[config.mk]
export PLATFORM = sky130hd
export DESIGN_NAME = twolevel_dir_pred
export DESIGN_NICKNAME = d
export VERILOG_FILES = /design/src/rtl/tlp_pkg.sv /design/src/rtl/tlp_history.sv /design/src/rtl/tlp_pattern.sv /design/src/rtl/twolevel_dir_pred.sv
export SDC_FILE = /design/constraint.sdc
export NUM_CORES = 1
export LEC_CHECK = 0
export BUFFER_PORTS_ARGS = -buffer_cell sky130_fd_sc_hd__buf_4
export CAP_MARGIN = 10
export CELL_PAD_IN_SITES_DETAIL_PLACEMENT = 1
export CELL_PAD_IN_SITES_GLOBAL_PLACEMENT = 1
export CORE_MARGIN = 1.5
export CORE_UTILIZATION = 49
export DETAILED_ROUTE_END_ITERATION = 8
export GPL_ROUTABILITY_DRIVEN = 0
export PLACE_DENSITY_LB_ADDON = 0.05
export SLEW_MARGIN = 20
export SYNTH_ARGS = -nofsm -noshare
export SYNTH_HDL_FRONTEND = slang
export SYNTH_HIERARCHICAL = 1
export SYNTH_SLANG_ARGS = --single-unit
[constraint.sdc]
create_clock -name clk -period 3.73 [get_ports clk]
set_input_delay 0.1865 -clock clk [delete_from_list [all_inputs] [get_ports clk]]
set_output_delay 0.1865 -clock clk [all_outputs]
set_load 0.05 [all_outputs]
[src/rtl/tlp_pkg.sv]
`timescale 1ns/1ps
package tlp_pkg;

    typedef enum logic {
        HIST_PER_SET = 1'b0,
        HIST_GLOBAL  = 1'b1
    } hist_mode_e;

    // weakly not-taken starting point for every counter
    localparam logic [1:0] CTR_RESET = 2'b01;

    // one saturating step toward the resolved direction
    function automatic logic [1:0] ctr_step(input logic [1:0] cur, input logic up);
        if (up) begin
            return (cur == 2'b11) ? cur : cur + 2'd1;
        end
        return (cur == 2'b00) ? cur : cur - 2'd1;
    endfunction

endpackage

[src/rtl/tlp_history.sv]
`timescale 1ns/1ps
module tlp_history #(
    parameter int HIST_W   = 4,
    parameter int NUM_REGS = 8,
    parameter int SEL_W    = 3
) (
    input  logic              clk,
    input  logic              rst_n,
    input  logic [SEL_W-1:0]  rd_sel,
    output logic [HIST_W-1:0] rd_hist,
    input  logic              wr_en,
    input  logic [SEL_W-1:0]  wr_sel,
    input  logic              wr_taken
);

    typedef struct packed {
        logic [NUM_REGS-1:0][HIST_W-1:0] regs;
    } hist_state_t;

    hist_state_t st_d, st_q;

    // next state: only the register picked by the resolve shifts
    always_comb begin
        st_d = st_q;
        for (int r = 0; r < NUM_REGS; r++) begin
            if (wr_en && wr_sel == SEL_W'(r)) begin
                st_d.regs[r] = {st_q.regs[r][HIST_W-2:0], wr_taken};
            end
        end
    end

    // read mux over the registered copies
    always_comb begin
        rd_hist = '0;
        for (int r = 0; r < NUM_REGS; r++) begin
            if (rd_sel == SEL_W'(r)) begin
                rd_hist = st_q.regs[r];
            end
        end
    end

    always_ff @(posedge clk or negedge rst_n) begin
        if (!rst_n) begin
            st_q <= '0;
        end else begin
            st_q <= st_d;
        end
    end

endmodule

[src/rtl/tlp_pattern.sv]
`timescale 1ns/1ps
module tlp_pattern #(
    parameter int HIST_W = 4
) (
    input  logic              clk,
    input  logic              rst_n,
    input  logic [HIST_W-1:0] rd_hist,
    output logic              rd_dir,
    input  logic              wr_en,
    input  logic [HIST_W-1:0] wr_hist,
    input  logic              wr_taken
);

    localparam int ENTRIES = 1 << HIST_W;

    typedef struct packed {
        logic [ENTRIES-1:0][1:0] ctr;
    } pat_state_t;

    localparam pat_state_t RESET_ST = pat_state_t'({ENTRIES{tlp_pkg::CTR_RESET}});

    pat_state_t st_d, st_q;

    always_comb begin
        st_d = st_q;
        if (wr_en) begin
            st_d.ctr[wr_hist] = tlp_pkg::ctr_step(st_q.ctr[wr_hist], wr_taken);
        end
    end

    // upper counter bit is the direction; read sees pre-update state
    assign rd_dir = st_q.ctr[rd_hist][1];

    always_ff @(posedge clk or negedge rst_n) begin
        if (!rst_n) begin
            st_q <= RESET_ST;
        end else begin
            st_q <= st_d;
        end
    end

endmodule

[src/rtl/twolevel_dir_pred.sv]
`timescale 1ns/1ps
module twolevel_dir_pred
    import tlp_pkg::*;
#(
    parameter int         PC_W       = 32,
    parameter int         ALIGN_W    = 2,
    parameter int         HIST_W     = 4,
    parameter int         NUM_TABLES = 4,
    parameter int         NUM_HREGS  = 8,
    parameter hist_mode_e HIST_MODE  = HIST_PER_SET,
    localparam int        SET_W      = $clog2(NUM_TABLES),
    localparam int        IDX_W      = SET_W + HIST_W
) (
    input  logic             clk,
    input  logic             rst_n,
    input  logic [PC_W-1:0]  lookup_pc,
    output logic             pred_taken,
    output logic [IDX_W-1:0] pred_index,
    input  logic             resolve_valid,
    input  logic [PC_W-1:0]  resolve_pc,
    input  logic             resolve_taken,
    input  logic [IDX_W-1:0] resolve_index
);

    localparam int HREGS  = (HIST_MODE == HIST_GLOBAL) ? 1 : NUM_HREGS;
    localparam int HSEL_W = (HREGS > 1) ? $clog2(HREGS) : 1;

    logic [HSEL_W-1:0] lk_hsel, rs_hsel;
    logic [SET_W-1:0]  lk_set, rs_set;
    logic [HIST_W-1:0] lk_hist;
    logic [NUM_TABLES-1:0] tbl_dir;
    logic pc_unused;

    // first level: choose which history register a PC maps to
    generate
        if (HREGS == 1) begin : g_global_hist
            assign lk_hsel = '0;
            assign rs_hsel = '0;
        end else begin : g_set_hist
            assign lk_hsel = lookup_pc[ALIGN_W +: HSEL_W];
            assign rs_hsel = resolve_pc[ALIGN_W +: HSEL_W];
        end
    endgenerate

    assign pc_unused = ^{lookup_pc, resolve_pc};

    tlp_history #(
        .HIST_W  (HIST_W),
        .NUM_REGS(HREGS),
        .SEL_W   (HSEL_W)
    ) u_hist (
        .clk     (clk),
        .rst_n   (rst_n),
        .rd_sel  (lk_hsel),
        .rd_hist (lk_hist),
        .wr_en   (resolve_valid),
        .wr_sel  (rs_hsel),
        .wr_taken(resolve_taken)
    );

    // second level: one pattern table per address set
    assign lk_set = lookup_pc[ALIGN_W +: SET_W];
    assign rs_set = resolve_index[IDX_W-1:HIST_W];

    generate
        for (genvar t = 0; t < NUM_TABLES; t++) begin : g_tbl
            tlp_pattern #(
                .HIST_W(HIST_W)
            ) u_pt (
                .clk     (clk),
                .rst_n   (rst_n),
                .rd_hist (lk_hist),
                .rd_dir  (tbl_dir[t]),
                .wr_en   (resolve_valid && (rs_set == SET_W'(t))),
                .wr_hist (resolve_index[HIST_W-1:0]),
                .wr_taken(resolve_taken)
            );
        end
    endgenerate

    assign pred_taken = tbl_dir[lk_set];
    assign pred_index = {lk_set, lk_hist};

endmodule

==> results.yml <==
run_status:
  run_status: "finished, final reports clean"
worst_setup_path:
  rrSetupSlack_ns: 1.39
  worstPathMaxFanout: 5
  r2r_end: "g_tbl[1].u_pt/st_q[31]"
  cp-startpoint: "u_hist/st_q[28]"
  cp_data_arrival_time_ns: 3.49
  path_cells: "mux4_2, mux2_4, mux4_2, mux4_2, mux4_2, buf_4"
  cpPeakStageDelay_ns: 0.56
  worst_setup_path_end_kind: "primary output"
  worstSetupStartpointType: "register"
  cpMaxStageDelayCell: "mux4_2"
  criticalPathCategory: "reg2out"
  rr_worst_depth: 5
  crit_top_cell: "mux4_2"
  reg2reg_from: "g_tbl[1].u_pt/st_q[3]"
  crit_required_ns: 3.54
min_path:
  hold_depth: 3
  hold_start: "resolve_pc[2]"
  holdPathEnd: "u_hist/st_q[1]"
  hp-class: "in2reg"
cts:
  clk_pin_slew_ns: 0.07
  clk_latency_ns: 0.43
  cts_setup_buffers: 0
  clock-sinks: 160
  cts_max_path_buffers: 2
  cts_made_buffers: 17
  cts_tree: "yes"
  htree_num_levels: 4
  cts_root_buf: "clkbuf_16"
placement:
  dp_hpwl_microns: 14600
  port_buffers: 22
synthesis:
  synthTopCellsByArea: "dfrtp_1, dfstp_2, mux2_2, mux4_1, mux4_2"
  syn_inst: 676
  synth_cell_type_count: 35
  yosysSeqAreaShare_pct: 46.7
  synthFlopType: "dfrtp_1"
  yosys.area.top_type: "dfrtp_1"
  synth_top_cell_area_share_pct: 27.5
  synth_nets: 750
  yosys_warnings: 6
  synth-edff-count: 0
  ys_async_sr_fraction_pct: 100
  ys_ff_latch: 160
  postSynthAreaPerCell_sq_um: 12.9
  synthesis.area_sq_mm: 0.00874
layout:
  fill_cells: 1713
  area_growth_syn_to_layout_pct: 11.4
  insertedDiodeCount: 0
  drive_above_1_share_pct: 37.4
  fin_nets: 770
floorplan:
  fp.dieW_microns: 137
  start_util_pct: 50.3
  die_h_microns: 137
  dieArea_sq_mm: 0.0186
  core_sq_mm: 0.0174
  fp-row-count: 48
  pin_count: 81
power:
  ir_drop_uv: 497
  pwr-share-clk_pct: 34.6
  p_switching_mw: 1.59
  seq_power_share_pct: 42.2
  power.share.switching_pct: 28.6
  comb_power_share_pct: 23.2
  leakage_nw: 4.16
  powerDensity_mw_per_mm2: 570
  intPower_mw: 3.96
timing:
  clock_skew_ns: 0.00749
  tns_ns: 0
  slew_headroom_pct: 38.8
  hold_ws_ns: 0.223
  post-route-min-period_ns: 3.68
  setup-violations-final: 0
  worst_slew_pin_slew_ns: 0.918
  rsz0062_at_grt: "false"
  hold_viol_final: 0
  fin_crit_sh_pct: 98.6
  final_max_slew_viol_count: 0
  clock.fmax_mhz: 272
global_routing:
  grtUsageTotal_pct: 25.6
  overflow: 0
  grt_pass1_wl_microns: 35700
  grt_max_degree: 91
  grt_antenna_before_repair: 0
  grt_pass1_vias: 6374
drt:
  first_pass_iters: 5
  initialDrtViolationCount: 332
  route.detailed.drc: 0
  vias_per_cell: 6.19
  antenna_left: 0
  wl_per_cell_microns: 23.6
  route.vias.total: 5782
  wirelength_microns: 22000
flow_run:
  max-cap-violations: 0
==> layout by cell type, fill, tap and decap left out, drive strengths merged <==
cell type    netlist  routed
mux2             112     114
dfrtp             96      96
nor2              87      87
dfstp             64      64
mux4              61      61
nand2             52      52
o21ai             36      36
a21oi             28      28
buf               11      26
clkbuf            17      18
nand3             15      15
mux2i             12      12
maj3              12      12
inv                7       9
nor3               8       8
nor2b              8       8
a31oi              8       8
o31ai              8       8
bufinv             0       5
or2b               4       4
nand2b             4       4
or2                4       4
o21bai             4       4
a22o               4       4
clkinv             0       4
clkinvlp           0       3
and4bb             3       3
nand4b             3       3
and3b              2       2
and3               2       2
nor3b              1       1
nand3b             1       1
dlygate4sd3        0       1
nand4              1       1
nor4b              1       1
==> how the worst max path moves through the flow <==
stage	end	slack, ns	cells past startpoint
finish	pred_taken	0.05	6
global route	pred_taken	0.01	6
CTS	pred_taken	0.05	6
detailed placement	pred_taken	0.17	7
global placement	pred_taken	0.22	7
floorplan	pred_taken	0.55	5
==> kinds of logic (layout without fill, tap and decap cells) <==
kind of cell / after synthesis / after routing / synth area share [%]
AOI/OAI and AO/OA: 88 / 88 / 5.67
and+or+nand+nor: 196 / 196 / 10.4
DFF: 160 / 160 / 46.7
muxes: 185 / 187 / 33.4
adders and majority gates: 12 / 12 / 1.43
buffers and inverters: 35 / 66 / 2.36
==> timing repair <==
item                       4_1_cts  5_1_grt
hold endpoints to repair        34        0
setup endpoints to repair        1        0
resized for setup                6        0
hold buffers                     1        0
==> layer usage <==
metal	global-route usage [%]	up-vias	wire [microns]
met5	0	-	0
met4	7.27	0	372
met3	4.37	25	551
met2	42.7	78	11100
met1	34.6	3084	10100
li1	-	2595	-
==> critical path, delay by kind of cell, from the launching register on <==
| kind | cells | cell delay, ns |
|---|---|---|
| multiplexers | 5 | 2.44 |
| flip-flops | 1 | 0.41 |
| buffers and inverters | 1 | 0.21 |
==> power groups by stage <==
stage	registers [mW]	clock network [mW]	logic, mW
2_1_floorplan	2.27	0	0.947
3_3_place_gp	2.33	0	1.21
3_5_place_dp	2.36	0	1.26
4_1_cts	2.34	1.97	1.30
5_1_grt	2.39	2.03	1.38
6_report	2.34	1.92	1.28
==> sequential cells by signal, summed over array words and instances (netlist names) <==
name / count
g_tbl.u_pt/st_q: 128
u_hist/st_q: 32
==> Yosys cell counts (7+ instances only) <==
cell type and instances:
nand2_1 52, maj3_1 8, nor2_1 87, nor3_1 8, mux2i_1 12, mux4_1 40
nand3_1 15, inv_1 7, mux2_2 108, o31ai_1 8, clkbuf_1 17, o21ai_0 36
dfrtp_1 96, buf_6 9, a21oi_1 28, mux4_2 21, a31oi_1 8, nor2b_1 8
dfstp_2 64
==> cell type report <==
cell class	instances	area (sq um)	share of cell area [%]
multi-input cells	483	4480	46.0
clock inverters	14	213	2.19
repair buffers	27	221	2.28
inverters	7	26.3	0.270
clock buffers	18	429	4.41
well taps	225	282	2.89
flip-flops and latches	160	4080	42.0
==> stage by stage <==
stage / cells / total power, mW / setup WS (ns) / instance area, sq um / util [%]
after floorplan: 676 / 3.22 / 0.550 / 8740 / -
after global placement: 899 / 3.54 / 0.223 / 9050 / 52.1
after detailed placement: 899 / 3.62 / 0.174 / 9050 / 52.1
after CTS: 934 / 5.61 / 0.0485 / 9730 / 56.1
after global routing: 934 / 5.80 / 0.0119 / 9730 / 56.1
final: 934 / 5.55 / 0.0510 / 9730 / 56.1
Note: power is estimated with default switching activity, not from simulation.
